[config.mk]
export PLATFORM = sky130hd
export DESIGN_NAME = cport_top
export DESIGN_NICKNAME = d
export VERILOG_FILES = /design/src/rtl/cport_pkg.sv /design/src/rtl/cport_sync.sv /design/src/rtl/cport_shift.sv /design/src/rtl/cport_txn.sv /design/src/rtl/cport_regs.sv /design/src/rtl/cport_top.sv
export SDC_FILE = /design/constraint.sdc
export NUM_CORES = 1
export LEC_CHECK = 0
export BUFFER_PORTS_ARGS = -buffer_cell sky130_fd_sc_hd__buf_2
export CAP_MARGIN = 15
export CORE_ASPECT_RATIO = 0.8
export CORE_MARGIN = 5
export CORE_UTILIZATION = 42
export DETAILED_ROUTE_END_ITERATION = 8
export PLACE_DENSITY = 0.7
export REMOVE_ABC_BUFFERS = 1
export SYNTH_ARGS = -nofsm -noshare
export SYNTH_HDL_FRONTEND = slang
export SYNTH_SLANG_ARGS = --single-unit
[constraint.sdc]
create_clock -name clk -period 2.5 [get_ports clk]
set_input_delay 0.375 -clock clk [delete_from_list [all_inputs] [get_ports clk]]
set_output_delay 0.375 -clock clk [all_outputs]
set_load 0.005 [all_outputs]
[src/rtl/cport_pkg.sv]
package cport_pkg;

  localparam int DATA_W = 8;
  localparam int IDX_W  = 3;
  localparam int NREG   = 1 << IDX_W;
  localparam int CNT_W  = $clog2(DATA_W);

  localparam int IDX_ADC   = 1;
  localparam int IDX_DAC   = 2;
  localparam int IDX_ATT_L = 3;
  localparam int IDX_ATT_R = 4;
  localparam int IDX_PORT  = 5;
  localparam int IDX_STAT  = 6;

  typedef enum logic [1:0] {
    ST_HDR  = 2'd0,
    ST_IDX  = 2'd1,
    ST_DATA = 2'd2,
    ST_SKIP = 2'd3
  } txn_state_e;

  // Writable bits of each register slot
  function automatic logic [DATA_W-1:0] wr_mask(input int idx);
    case (idx)
      IDX_ADC:   wr_mask = 8'hFC;
      IDX_DAC,
      IDX_ATT_L,
      IDX_ATT_R,
      IDX_PORT:  wr_mask = 8'hFF;
      default:   wr_mask = 8'h00;
    endcase
  endfunction

endpackage

[src/rtl/cport_sync.sv]
module cport_sync #(
  parameter int          W      = 1,
  parameter int          STAGES = 2,
  parameter logic [W-1:0] RST_VAL = '0
) (
  input  logic         clk,
  input  logic         rst_n,
  input  logic [W-1:0] d_i,
  output logic [W-1:0] q_o
);

  logic [W-1:0] stg_q [STAGES];

  always_ff @(posedge clk or negedge rst_n) begin
    if (!rst_n) begin
      for (int i = 0; i < STAGES; i++) stg_q[i] <= RST_VAL;
    end else begin
      stg_q[0] <= d_i;
      for (int i = 1; i < STAGES; i++) stg_q[i] <= stg_q[i-1];
    end
  end

  assign q_o = stg_q[STAGES-1];

endmodule

[src/rtl/cport_shift.sv]
module cport_shift
  import cport_pkg::*;
(
  input  logic              clk,
  input  logic              rst_n,
  input  logic              sclk_i,
  input  logic              cs_n_i,
  input  logic              mosi_i,
  output logic              byte_vld_o,
  output logic [DATA_W-1:0] byte_o
);

  logic              sclk_d_q;
  logic [CNT_W-1:0]  cnt_q, cnt_nx;
  logic [DATA_W-2:0] sh_q, sh_nx;
  logic              vld_q, vld_nx;
  logic [DATA_W-1:0] byte_q, byte_nx;
  logic              rise;

  assign rise = sclk_i & ~sclk_d_q & ~cs_n_i;

  always_comb begin
    cnt_nx  = cnt_q;
    sh_nx   = sh_q;
    vld_nx  = 1'b0;
    byte_nx = byte_q;
    if (cs_n_i) begin
      cnt_nx = '0;
    end else if (rise) begin
      sh_nx  = {sh_q[DATA_W-3:0], mosi_i};
      cnt_nx = cnt_q + 1'b1;
      if (cnt_q == CNT_W'(DATA_W-1)) begin
        vld_nx  = 1'b1;
        byte_nx = {sh_q, mosi_i};
      end
    end
  end

  always_ff @(posedge clk or negedge rst_n) begin
    if (!rst_n) begin
      sclk_d_q <= 1'b0;
      cnt_q    <= '0;
      sh_q     <= '0;
      vld_q    <= 1'b0;
      byte_q   <= '0;
    end else begin
      sclk_d_q <= sclk_i;
      cnt_q    <= cnt_nx;
      sh_q     <= sh_nx;
      vld_q    <= vld_nx;
      if (vld_nx) byte_q <= byte_nx;
    end
  end

  assign byte_vld_o = vld_q;
  assign byte_o     = byte_q;

  // a high select clears any partial byte
  a_r8_abort_clears: assert property (@(posedge clk) disable iff (!rst_n)
    cs_n_i |=> (cnt_q == '0) && !vld_q);

  // each sampled edge advances the bit count by one
  a_r2_bit_step: assert property (@(posedge clk) disable iff (!rst_n)
    (sclk_i && !sclk_d_q && !cs_n_i) |=> cnt_q == CNT_W'($past(cnt_q) + 1'b1));

endmodule

[src/rtl/cport_txn.sv]
module cport_txn
  import cport_pkg::*;
#(
  parameter logic [6:0] DEV_ID = 7'b0010000
) (
  input  logic              clk,
  input  logic              rst_n,
  input  logic              cs_n_i,
  input  logic              byte_vld_i,
  input  logic [DATA_W-1:0] byte_i,
  output logic              wr_en_o,
  output logic [IDX_W-1:0]  wr_idx_o,
  output logic [DATA_W-1:0] wr_data_o
);

  localparam logic [DATA_W-1:0] HDR_WRITE = {DEV_ID, 1'b0};

  txn_state_e        st_q, st_nx;
  logic [IDX_W-1:0]  ptr_q, ptr_nx;
  logic              inc_q, inc_nx;
  logic              wr_q, wr_nx;
  logic [IDX_W-1:0]  widx_q, widx_nx;
  logic [DATA_W-1:0] wdat_q, wdat_nx;

  always_comb begin
    st_nx   = st_q;
    ptr_nx  = ptr_q;
    inc_nx  = inc_q;
    wr_nx   = 1'b0;
    widx_nx = widx_q;
    wdat_nx = wdat_q;
    if (cs_n_i) begin
      st_nx = ST_HDR;
    end else if (byte_vld_i) begin
      case (st_q)
        ST_HDR:  st_nx = (byte_i == HDR_WRITE) ? ST_IDX : ST_SKIP;
        ST_IDX: begin
          if (byte_i[DATA_W-2:IDX_W] == '0) begin
            ptr_nx = byte_i[IDX_W-1:0];
            inc_nx = byte_i[DATA_W-1];
            st_nx  = ST_DATA;
          end else begin
            st_nx  = ST_SKIP;
          end
        end
        ST_DATA: begin
          wr_nx   = 1'b1;
          widx_nx = ptr_q;
          wdat_nx = byte_i;
          if (inc_q) ptr_nx = ptr_q + 1'b1;
        end
        default: st_nx = ST_SKIP;
      endcase
    end
  end

  always_ff @(posedge clk or negedge rst_n) begin
    if (!rst_n) begin
      st_q   <= ST_HDR;
      ptr_q  <= '0;
      inc_q  <= 1'b0;
      wr_q   <= 1'b0;
      widx_q <= '0;
      wdat_q <= '0;
    end else begin
      st_q   <= st_nx;
      ptr_q  <= ptr_nx;
      inc_q  <= inc_nx;
      wr_q   <= wr_nx;
      widx_q <= widx_nx;
      wdat_q <= wdat_nx;
    end
  end

  assign wr_en_o   = wr_q;
  assign wr_idx_o  = widx_q;
  assign wr_data_o = wdat_q;

  // a rejected header sends the transaction to the skip state
  a_r3_hdr_reject: assert property (@(posedge clk) disable iff (!rst_n)
    (!cs_n_i && byte_vld_i && st_q == ST_HDR && byte_i != HDR_WRITE) |=> st_q == ST_SKIP);

  // with advance on, the index steps after a data byte
  a_r6_ptr_step: assert property (@(posedge clk) disable iff (!rst_n)
    (!cs_n_i && byte_vld_i && st_q == ST_DATA && inc_q) |=> ptr_q == IDX_W'($past(ptr_q) + 1'b1));

  // with advance off, the index holds
  a_r5_ptr_hold: assert property (@(posedge clk) disable iff (!rst_n)
    (!cs_n_i && byte_vld_i && st_q == ST_DATA && !inc_q) |=> $stable(ptr_q));

  // no write is issued outside the data phase
  a_r4_no_early_wr: assert property (@(posedge clk) disable iff (!rst_n)
    (st_q != ST_DATA) |=> !wr_q);

endmodule

[src/rtl/cport_regs.sv]
module cport_regs
  import cport_pkg::*;
(
  input  logic              clk,
  input  logic              rst_n,
  input  logic              wr_en_i,
  input  logic [IDX_W-1:0]  wr_idx_i,
  input  logic [DATA_W-1:0] wr_data_i,
  output logic [DATA_W-1:0] adc_ctl_o,
  output logic [DATA_W-1:0] dac_ctl_o,
  output logic [DATA_W-1:0] att_left_o,
  output logic [DATA_W-1:0] att_right_o,
  output logic [DATA_W-1:0] port_mode_o,
  output logic [DATA_W-1:0] status_o
);

  logic [DATA_W-1:0] reg_q [NREG];

  for (genvar g = 0; g < NREG; g++) begin : g_reg
    localparam logic [DATA_W-1:0] MASK = wr_mask(g);
    logic              hit;
    logic [DATA_W-1:0] nx;

    assign hit = wr_en_i && (wr_idx_i == IDX_W'(g));

    always_comb begin
      nx = reg_q[g];
      if (hit) nx = (reg_q[g] & ~MASK) | (wr_data_i & MASK);
    end

    always_ff @(posedge clk or negedge rst_n) begin
      if (!rst_n) reg_q[g] <= '0;
      else if (hit) reg_q[g] <= nx;
    end
  end

  assign adc_ctl_o   = reg_q[IDX_ADC];
  assign dac_ctl_o   = reg_q[IDX_DAC];
  assign att_left_o  = reg_q[IDX_ATT_L];
  assign att_right_o = reg_q[IDX_ATT_R];
  assign port_mode_o = reg_q[IDX_PORT];
  assign status_o    = reg_q[IDX_STAT];

  // protected status register never moves
  a_r7_status_ro: assert property (@(posedge clk) disable iff (!rst_n)
    $stable(reg_q[IDX_STAT]));

  // protected low bits of the converter control register never move
  a_r7_adc_low_ro: assert property (@(posedge clk) disable iff (!rst_n)
    $stable(reg_q[IDX_ADC][1:0]));

  // a write to another slot leaves the attenuator left register alone
  a_r5_other_slot: assert property (@(posedge clk) disable iff (!rst_n)
    (wr_en_i && wr_idx_i != IDX_W'(IDX_ATT_L)) |=> $stable(reg_q[IDX_ATT_L]));

endmodule

[src/rtl/cport_top.sv]
module cport_top
  import cport_pkg::*;
#(
  parameter int         SYNC_STAGES = 2,
  parameter logic [6:0] DEV_ID      = 7'b0010000
) (
  input  logic              clk,
  input  logic              rst_n,
  input  logic              spi_sclk_i,
  input  logic              spi_cs_n_i,
  input  logic              spi_mosi_i,
  output logic [DATA_W-1:0] adc_ctl_o,
  output logic [DATA_W-1:0] dac_ctl_o,
  output logic [DATA_W-1:0] att_left_o,
  output logic [DATA_W-1:0] att_right_o,
  output logic [DATA_W-1:0] port_mode_o,
  output logic [DATA_W-1:0] status_o
);

  logic [2:0]        pins_s;
  logic              byte_vld;
  logic [DATA_W-1:0] byte_val;
  logic              wr_en;
  logic [IDX_W-1:0]  wr_idx;
  logic [DATA_W-1:0] wr_data;

  cport_sync #(.W(3), .STAGES(SYNC_STAGES), .RST_VAL(3'b010)) u_sync (
    .clk   (clk),
    .rst_n (rst_n),
    .d_i   ({spi_sclk_i, spi_cs_n_i, spi_mosi_i}),
    .q_o   (pins_s)
  );

  cport_shift u_shift (
    .clk        (clk),
    .rst_n      (rst_n),
    .sclk_i     (pins_s[2]),
    .cs_n_i     (pins_s[1]),
    .mosi_i     (pins_s[0]),
    .byte_vld_o (byte_vld),
    .byte_o     (byte_val)
  );

  cport_txn #(.DEV_ID(DEV_ID)) u_txn (
    .clk        (clk),
    .rst_n      (rst_n),
    .cs_n_i     (pins_s[1]),
    .byte_vld_i (byte_vld),
    .byte_i     (byte_val),
    .wr_en_o    (wr_en),
    .wr_idx_o   (wr_idx),
    .wr_data_o  (wr_data)
  );

  cport_regs u_regs (
    .clk         (clk),
    .rst_n       (rst_n),
    .wr_en_i     (wr_en),
    .wr_idx_i    (wr_idx),
    .wr_data_i   (wr_data),
    .adc_ctl_o   (adc_ctl_o),
    .dac_ctl_o   (dac_ctl_o),
    .att_left_o  (att_left_o),
    .att_right_o (att_right_o),
    .port_mode_o (port_mode_o),
    .status_o    (status_o)
  );

endmodule

==> results.cfg, run 1 <==
[route]
num_vias = 1794
ant_nets = 0
drtIter0Drc = 93
wl_mm = 5.96
post_drt_via_cell_ratio = 4.73
drc = 0
wl_per_cell_um = 15.7
drt_first_pass_iters = 4

[critical_path]
rr_endpoint = u_txn.wr_data_o[5]
startpoint_type = flop
cpMaxStageDelayCell = dfstp_2
reg2reg_from = u_sync.q_o[1]
worst_setup_path_end_kind = flop
reg2reg_depth = 3
worstPathRequired_ps = 2740
worstPathArrival_ps = 1980
critPathMaxFanout = 12
critPathMaxStageDelay_ps = 630
r2r_slack_ps = 760
crit_path_end = u_txn.wr_data_o[5]
worst-setup-path-type = flop to flop
crit_start = u_sync.q_o[1]
worstPathCellList = and2b_2, nand2_1, mux2_2

[floorplanning]
ioPinCount = 53
coreArea_um2 = 7910
fp-row-count = 29
die_height_um = 90.4
die_x_um = 110
start_util = 0.429
die_area_um2 = 9980

[power_and_ir_drop]
power.internal_w = 0.00191
p_seq_frac = 0.566
p_clk_frac = 0.397
max-vdd-ir-drop_uv = 383
netSwitchingFraction = 0.238
p_sw_w = 0.000596
power_frac_comb = 0.037
p_per_area_nw_per_um2 = 644
p_leak_nw = 2.07

[placement]
io_buffer_count = 42
placed_cell_area_um2 = 3680
dp_hpwl_mm = 4.22
dp_cells = 363
place_congestion = 0.711

[yosys]
syn_area_um2 = 3390
synthArstFlopShare = 1.00
syn_avg_cell_area_um2 = 15.5
synth_cells = 218
synth_area_leader_cell = dfrtp_1
synth_ff_type = dfrtp_1
synth_top_area_frac = 0.591
synth_enable_flop_cells = 0
synth_cell_type_count = 38
yosysWarnings = 0
yosys_register_bits = 82
ys_seq_area_frac = 0.606
netlist_top_cells_area = dfrtp_1 59%, mux2_2 20%, mux2_4 3.5%

[final_layout]
final_common_cell = dfrtp_1
layout_common_cells = 80 x dfrtp_1, 60 x mux2_2, 41 x buf_2, 10 x conb_1, 9 x clkbuf_8
drive_above_1_share = 0.509
final_cell_area_um2 = 3890
syn2layout_area_growth_pct = 14.7
nets = 277
n_antenna_cell = 0
fin_cells = 379

[sta]
rsz0062_at_grt = no
tns_ps = 0
min_period_over_period = 0.695
worst_pin_slew_ps = 762
slew_viol_final = 0
fin_skew_ps = 12.2
period_needed_ps = 1740
fmax_mhz = 575
hold_viol_final = 0
slew_headroom = 0.489
setup_violations = 0

[clocking]
postCtsSetupBuffers = 0
cts_sinks = 82
cts_tree = done
clk_pin_slew_worst_paths_ps = 90
hold_buffers = 0
clkLatencyLatePin_ps = 360
numCtsBuffers = 9
htreeDepth = 3
root_buffer = clkbuf_8
ctsLongestPathBuffers = 2
cts_resized = 0

[min_path]
hp-class = input pin to async pin

[run]
maxCapViolCount = 0

[global_route]
grt_pass1_wl_mm = 10.4
antenna_found_initial = 0
grt_pass1_vias = 1949
grt_usage = 0.128
grt_max_degree = 50
grt-ovfl-total = 0

[run_status]
status = completed
[how the worst min path moves through the flow]
stage                          startpoint                   to  depth (start not counted)
final                               rst_n      u_sync.stg_q[5]                          1
after global routing                rst_n      u_sync.stg_q[5]                          1
after CTS                           rst_n      u_sync.stg_q[5]                          1
after detailed placement  u_sync.stg_q[5]        u_sync.q_o[2]                          0
after global placement    u_sync.stg_q[5]        u_sync.q_o[2]                          0
after floorplan                     rst_n  u_regs.adc_ctl_o[2]                          0
[critical path, delay by kind of cell (launching register included)]
kind             cells  cell delay (ps)
muxes                1              390
and+or+nand+nor      2              600
DFF                  1              630
[metal layers]
metal	share of wire	global-route usage
met2	0.45	0.191
met1	0.48	0.176
met3	0.056	0.0496
met5	0	0
met4	0.011	0.0308
[power groups by stage]
stage	sequential (W)	combinational (W)	clock [W]
6_report	0.00142	0.0000933	0.000993
2_1_floorplan	0.00143	0.0000552	0
3_5_place_dp	0.00145	0.0000975	0
4_1_cts	0.00142	0.0000976	0.00102
3_3_place_gp	0.00144	0.0000915	0
5_1_grt	0.00143	0.000110	0.00108
[flip-flops by register name, indices dropped and copies added (netlist names), 2 cells and up]
name                count
u_regs.att_right_o      8
u_txn.ptr_q             3
u_sync.q_o              3
u_shift.sh_q            7
u_txn.wr_idx_o          3
u_shift.byte_o          8
u_sync.stg_q            3
u_regs.port_mode_o      8
u_regs.adc_ctl_o        6
u_shift.cnt_q           3
u_txn.wr_data_o         8
u_regs.dac_ctl_o        8
u_regs.att_left_o       8
u_txn.st_q              2
[cell type report]
cell class | instances | area [µm²]
tap | 108 | 135
inverter | 4 | 15.0
sequential | 82 | 2050
clock buffer | 9 | 124
fill | 720 | 4020
multi-input combinational | 124 | 1230
timing repair buffer | 45 | 248
clock inverter | 7 | 83.8
[cell usage after synthesis (all sizes together), types with 2 or more instances]
| library cell | instances |
|---|---|
| ha | 6 |
| mux2i | 2 |
| nand2 | 2 |
| nor2 | 6 |
| buf | 15 |
| and3b | 2 |
| dfrtp | 80 |
| inv | 4 |
| nand4b | 4 |
| mux2 | 68 |
| nor4bb | 2 |
| dfstp | 2 |
| nor3 | 3 |
| clkbuf | 2 |
| nand3 | 2 |
| nand2b | 2 |
[through the flow]
stage	util	total power, W	setup WS (ps)	hold WS (ps)
floorplan	-	0.00149	638	79.4
detailed placement	0.465	0.00154	779	335
finish	0.492	0.00250	762	38.0
global placement	0.465	0.00153	800	332
global route	0.492	0.00262	663	81.1
CTS	0.492	0.00254	739	52.3
[cells by family (layout without fill, tap and decap cells)]
kind of cell / after synthesis / in the layout / synth area share
AO/OA/AOI/OAI: 4 / 4 / 0.0140
XOR/XNOR: 1 / 1 / 0.00258
adder cells (fa/ha/maj): 6 / 6 / 0.0221
buffers and inverters: 21 / 65 / 0.0432
flip-flops: 82 / 82 / 0.606
multiplexers: 70 / 70 / 0.241
other: 1 / 10 / 0.00111
AND/OR/NAND/NOR: 33 / 33 / 0.0701
Power figures use the tool's default switching activity.
==> inputs of run 2 (changes only) <==
==> constraint.sdc (replaced) <==
create_clock -name clk -period 1.6 [get_ports clk]
set_input_delay 0.24 -clock clk [delete_from_list [all_inputs] [get_ports clk]]
set_output_delay 0.24 -clock clk [all_outputs]
set_load 0.005 [all_outputs]
==> run 2 against run 1 <==
Via count is 7.3% higher. Critical path type unchanged. Register-to-register slack got worse by 750 ps. Routed wire length increased by 1.4%. Utilization is 2.9 points higher. Die area did not move. Final area grew 6.0%. Clock-buffer cell count unchanged. Worst hold slack better by 300 ps. Sequential share of layout area down 3.0 points. Clock skew fell by 3.9 ps. Clock power grew 77%.
==> results.cfg, run 2 (same netlist as run 1, synthesis figures left out) <==
[sta]
fmax_mhz = 631
period_needed_ps = 1580
fin_skew_ps = 8.31
rsz0062_at_grt = yes
setup_violations = 0
min_period_over_period = 0.990
slew_viol_final = 0
setup_ws_ps = 16.4
hold_viol_final = 0
holdWs_ps = 333

[critical_path]
r2r_slack_ps = 20
worstPathRequired_ps = 1810
startpoint_type = flop
worst-setup-path-type = flop to flop
worstPathArrival_ps = 1790
critPathMaxFanout = 3
worst_setup_path_end_kind = flop

[global_route]
grt_usage = 0.132
antenna_found_initial = 0
grt_pass1_vias = 2115
grt-ovfl-total = 0
grt_pass1_wl_mm = 10.6
grt_max_degree = 34

[route]
top_layer = met4
wl_mm = 6.04
met1_length_mm = 2.76
wl_met3_um = 283
wl_met2_mm = 2.90
drc = 0
drtIter0Drc = 55
wl_per_cell_um = 15.2
num_vias = 1925
post_drt_via_cell_ratio = 4.84
drt_first_pass_iters = 4
ant_nets = 0

[final_layout]
fill_cells = 711
final_common_cell = dfrtp_1
layout_common_cells = 80 x dfrtp_1, 60 x mux2_2, 41 x buf_2, 17 x buf_4, 10 x conb_1
drive_above_1_share = 0.552
n_antenna_cell = 0
nets = 296
final_util = 0.521
fin_cells = 398
syn2layout_area_growth_pct = 21.6

[clocking]
numCtsBuffers = 9
root_buffer = clkbuf_8
cts_tree = done
clkLatencyLatePin_ps = 340
htreeDepth = 3
clk_pin_slew_worst_paths_ps = 80
cts_sinks = 82
ctsLongestPathBuffers = 2

[power_and_ir_drop]
total_power_w = 0.00414
max-vdd-ir-drop_uv = 572
p_per_area_nw_per_um2 = 1000
p_leak_nw = 2.18

[floorplanning]
die_x_um = 110
die_area_um2 = 9980
fp-row-count = 29
ioPinCount = 53
start_util = 0.429
die_height_um = 90.4
coreArea_um2 = 7910

[placement]
dp_cells = 376
io_buffer_count = 42
dp_hpwl_mm = 4.33
place_congestion = 0.721
pre_cts_ws_ps = 2.74

[run]
maxCapViolCount = 0

[min_path]
hp-class = input pin to async pin

[run_status]
status = completed
[run 2: changes by cell type in the layout (fill, tap and decap cells not counted), moves of 2 or more]
cell and change:
dlygate4sd3_1 +4, clkinv_2 +2, buf_4 +14, bufinv_16 +2, inv_6 -2
[run 2: per-stage QoR]
stage	TNS [ps]	instance area, µm²
final	0	4120
after floorplan	-2500	3290
after detailed placement	0	3790
after global routing	-64.8	4120
after CTS	0	4080
after global placement	0	3790
[run 2: cell type report]
cell class | count | area, µm² | area share
timing repair buffer | 64 | 413 | 0.100
multi-input combinational | 124 | 1260 | 0.307
sequential | 82 | 2050 | 0.498
clock buffer | 9 | 124 | 0.0301
inverter | 4 | 15.0 | 0.00364
tap | 108 | 135 | 0.0328
clock inverter | 7 | 116 | 0.0282
[run 2: path summary, 6_finish.rpt]
check / depth (start not counted) / end / start
max: 5 / u_txn.st_q[1] / u_txn.st_q[1]
min: 2 / u_sync.stg_q[5] / rst_n
max reg2reg: 5 / u_txn.st_q[1] / u_txn.st_q[1]
min reg2reg: 0 / u_sync.q_o[2] / u_sync.stg_q[5]
max in group asynchronous: 3 / u_regs.port_mode_o[7] / rst_n
min in group clk: 0 / u_sync.q_o[2] / u_sync.stg_q[5]
[run 2: critical path, stage by stage (launching register included)]
cell,delay (ps)
dfrtp_1,400
inv_1,90
ha_1,160
or4b_4,480
nor4b_4,210
a311oi_1,120
[run 2: report_power, final]
group | internal [W] | switching (W)
combinational | 0.0000861 | 0.0000753
clock | 0.00104 | 0.000729
sequential | 0.00216 | 0.0000581
[run 2: repair_timing]
item / 4_1_cts / 5_1_grt
endpoints found under the hold margin: 22 / 0
setup endpoints to repair: 1 / 8
resized for setup: 1 / 7
hold buffers: 4 / 0
buffers inserted: 0 / 2
[run 2: metal layers]
layer | vias to the layer above | GRT usage
li1 | 889 | -
met1 | 982 | 0.171
met2 | 43 | 0.205
met3 | 11 | 0.0522
met4 | 0 | 0.0400
met5 | - | 0
==> inputs of run 3 (changes only) <==
--- a/config.mk
+++ b/config.mk
@@ -5,13 +5,14 @@
 export SDC_FILE = /design/constraint.sdc
 export NUM_CORES = 1
 export LEC_CHECK = 0
+export ABC_AREA = 1
 export BUFFER_PORTS_ARGS = -buffer_cell sky130_fd_sc_hd__buf_2
 export CAP_MARGIN = 15
 export CORE_ASPECT_RATIO = 0.8
 export CORE_MARGIN = 5
 export CORE_UTILIZATION = 42
 export DETAILED_ROUTE_END_ITERATION = 8
-export PLACE_DENSITY = 0.7
+export PLACE_DENSITY = 0.72
 export REMOVE_ABC_BUFFERS = 1
 export SYNTH_ARGS = -nofsm -noshare
 export SYNTH_HDL_FRONTEND = slang
==> constraint.sdc (replaced) <==
create_clock -name clk -period 1.4 [get_ports clk]
set_input_delay 0.21 -clock clk [delete_from_list [all_inputs] [get_ports clk]]
set_output_delay 0.21 -clock clk [all_outputs]
set_load 0.005 [all_outputs]
==> run 3 against run 2 <==
Area after synthesis increased by 0.55%. Routed wire length rose by 6.6%. Sequential power increased by 11%. Clock power shrank 15%. Sequential share of layout area is 1.6 points higher. Critical endpoint is now u_txn.ptr_q[2].
==> results.cfg, run 3 <==
[run_status]
status = completed

[clocking]
clk_pin_slew_worst_paths_ps = 90
cts_tree = done
numCtsBuffers = 9
cts_sinks = 82
clkLatencyLatePin_ps = 350
htreeDepth = 3
ctsLongestPathBuffers = 2
root_buffer = clkbuf_8

[yosys]
netlist_top_cells_count = 106 x nand2_1, 80 x dfrtp_1, 36 x o21ai_0, 32 x inv_1
synth_enable_flop_cells = 0
yosysWarnings = 0
yosysMostFrequentCell = nand2_1
synth_top_area_frac = 0.587
netlist_top_cells_area = dfrtp_1 59%, nand2_1 12%, o21ai_0 5.3%
synth_ff_type = dfrtp_1
ys_seq_area_frac = 0.603
yosys_register_bits = 82
synth_cells = 349
synth_cell_type_count = 23
synth_area_leader_cell = dfrtp_1
synthArstFlopShare = 1.00
syn_avg_cell_area_um2 = 9.77
syn_area_um2 = 3410

[route]
ant_nets = 0
num_vias = 2415
drc = 0
post_drt_via_cell_ratio = 4.64
drtIter0Drc = 185
drt_first_pass_iters = 4
wl_mm = 6.44
wl_per_cell_um = 12.4

[global_route]
globalRouteMet3Util = 0.0623
gr-usage-met1 = 0.176
gr-usage-met2 = 0.212
busiest_layer = met2
grt_pass1_vias = 2342
grt_max_degree = 42
grt-ovfl-total = 0
grt_pass1_wl_mm = 11.2
antenna_found_initial = 0
grt_usage = 0.138

[power_and_ir_drop]
p_leak_nw = 2.02
total_power_w = 0.00411
max-vdd-ir-drop_uv = 805
p_per_area_nw_per_um2 = 1030

[final_layout]
seqCellArea_um2 = 2050
final_cell_area_um2 = 4000
fill_cells = 750
n_antenna_cell = 0
syn2layout_area_growth_pct = 17.2
final_common_cell = nand2_1
drive_above_1_share = 0.265
multi_input_area_um2 = 1150
nets = 418
layout_common_cells = 104 x nand2_1, 80 x dfrtp_1, 41 x buf_2, 36 x o21ai_0, 30 x inv_1

[sta]
setup_violations = 0
period_needed_ps = 1340
fin_skew_ps = 6.31
holdWs_ps = 323
tns_ps = 0
hold_viol_final = 0
fmax_mhz = 747
min_period_over_period = 0.956
setup_ws_ps = 61.3
slew_viol_final = 0

[floorplanning]
ioPinCount = 53
start_util = 0.431
coreArea_um2 = 7910
die_area_um2 = 10000
die_height_um = 90.6
die_x_um = 111
fp-row-count = 29

[min_path]
hp-class = input pin to async pin

[critical_path]
startpoint_type = flop
worst_setup_path_end_kind = flop
critPathMaxFanout = 4
worst-setup-path-type = flop to flop
worstPathArrival_ps = 1580
worstPathRequired_ps = 1640

[placement]
io_buffer_count = 42
place_congestion = 0.771
dp_hpwl_mm = 4.58
placed_cell_area_um2 = 3690
pre_cts_ws_ps = 5.89

[run]
maxCapViolCount = 0
run 3: final cells by class:
class | count | share of cell area
sequential | 82 | 0.514
tap | 108 | 0.0338
clock inverter | 6 | 0.0122
multi-input combinational | 222 | 0.289
clock buffer | 10 | 0.0319
inverter | 36 | 0.0338
timing repair buffer | 56 | 0.0852
run 3: routing by layer:
| metal | share of wire | vias up |
|---|---|---|
| met5 | 0 | - |
| met4 | 0.010 | 0 |
| li1 | - | 1212 |
| met2 | 0.45 | 66 |
| met3 | 0.063 | 8 |
| met1 | 0.47 | 1129 |
run 3: per-stage QoR:
stage / utilization / std cells
final: 0.505 / 520
after floorplan: - / 339
after detailed placement: 0.467 / 494
after global placement: 0.467 / 494
after CTS: 0.494 / 514
after global routing: 0.505 / 520
run 3: report_power, final:
group / switching [W] / leakage (nW) / internal (W) / total (W)
clock network: 0.000845 / 0.0795 / 0.000659 / 0.00150
registers: 0.0000306 / 1.12 / 0.00243 / 0.00246
logic: 0.000107 / 0.817 / 0.0000474 / 0.000155
run 3: worst paths after layout:
kind | start | endpoint | slack, ps | cells past startpoint
min in group clk | u_sync.stg_q[3] | u_sync.q_o[0] | 350 | 0
worst max register to register | u_txn.st_q[0] | u_txn.ptr_q[2] | 60 | 7
worst min-delay path | rst_n | u_regs.att_left_o[2] | 320 | 2
worst max-delay path | u_txn.st_q[0] | u_txn.ptr_q[2] | 60 | 7
max in group asynchronous | rst_n | u_sync.q_o[1] | 490 | 3
worst min register to register | u_sync.stg_q[3] | u_sync.q_o[0] | 350 | 0
run 3: logic make-up after synthesis:
kind of cell | count (synthesis) | share of synthesized area
other | 1 | 0.00110
AND/OR/NAND/NOR | 136 | 0.173
buffers and inverters | 55 | 0.0826
AO/OA/AOI/OAI | 69 | 0.119
flip-flops | 82 | 0.603
adder cells (fa/ha/maj) | 6 | 0.0220
run 3: what timing repair did:
item                                    4_1_cts  5_1_grt
gates resized for setup                       1        9
endpoints found under the hold margin        25        0
hold buffers                                  4        0
pin swaps                                     0        2
endpoints found under the setup margin        3       11
gates cloned                                  0        1
buffers inserted                              0        5
run 3: worst max-delay path, cell delays in order (launching register included):
cell and delay (ps):
dfrtp_1 390, inv_2 70, ha_1 290, nand3_2 100, nor2_4 160, nand2_2 90, nand2_1 80, nand2_1 50
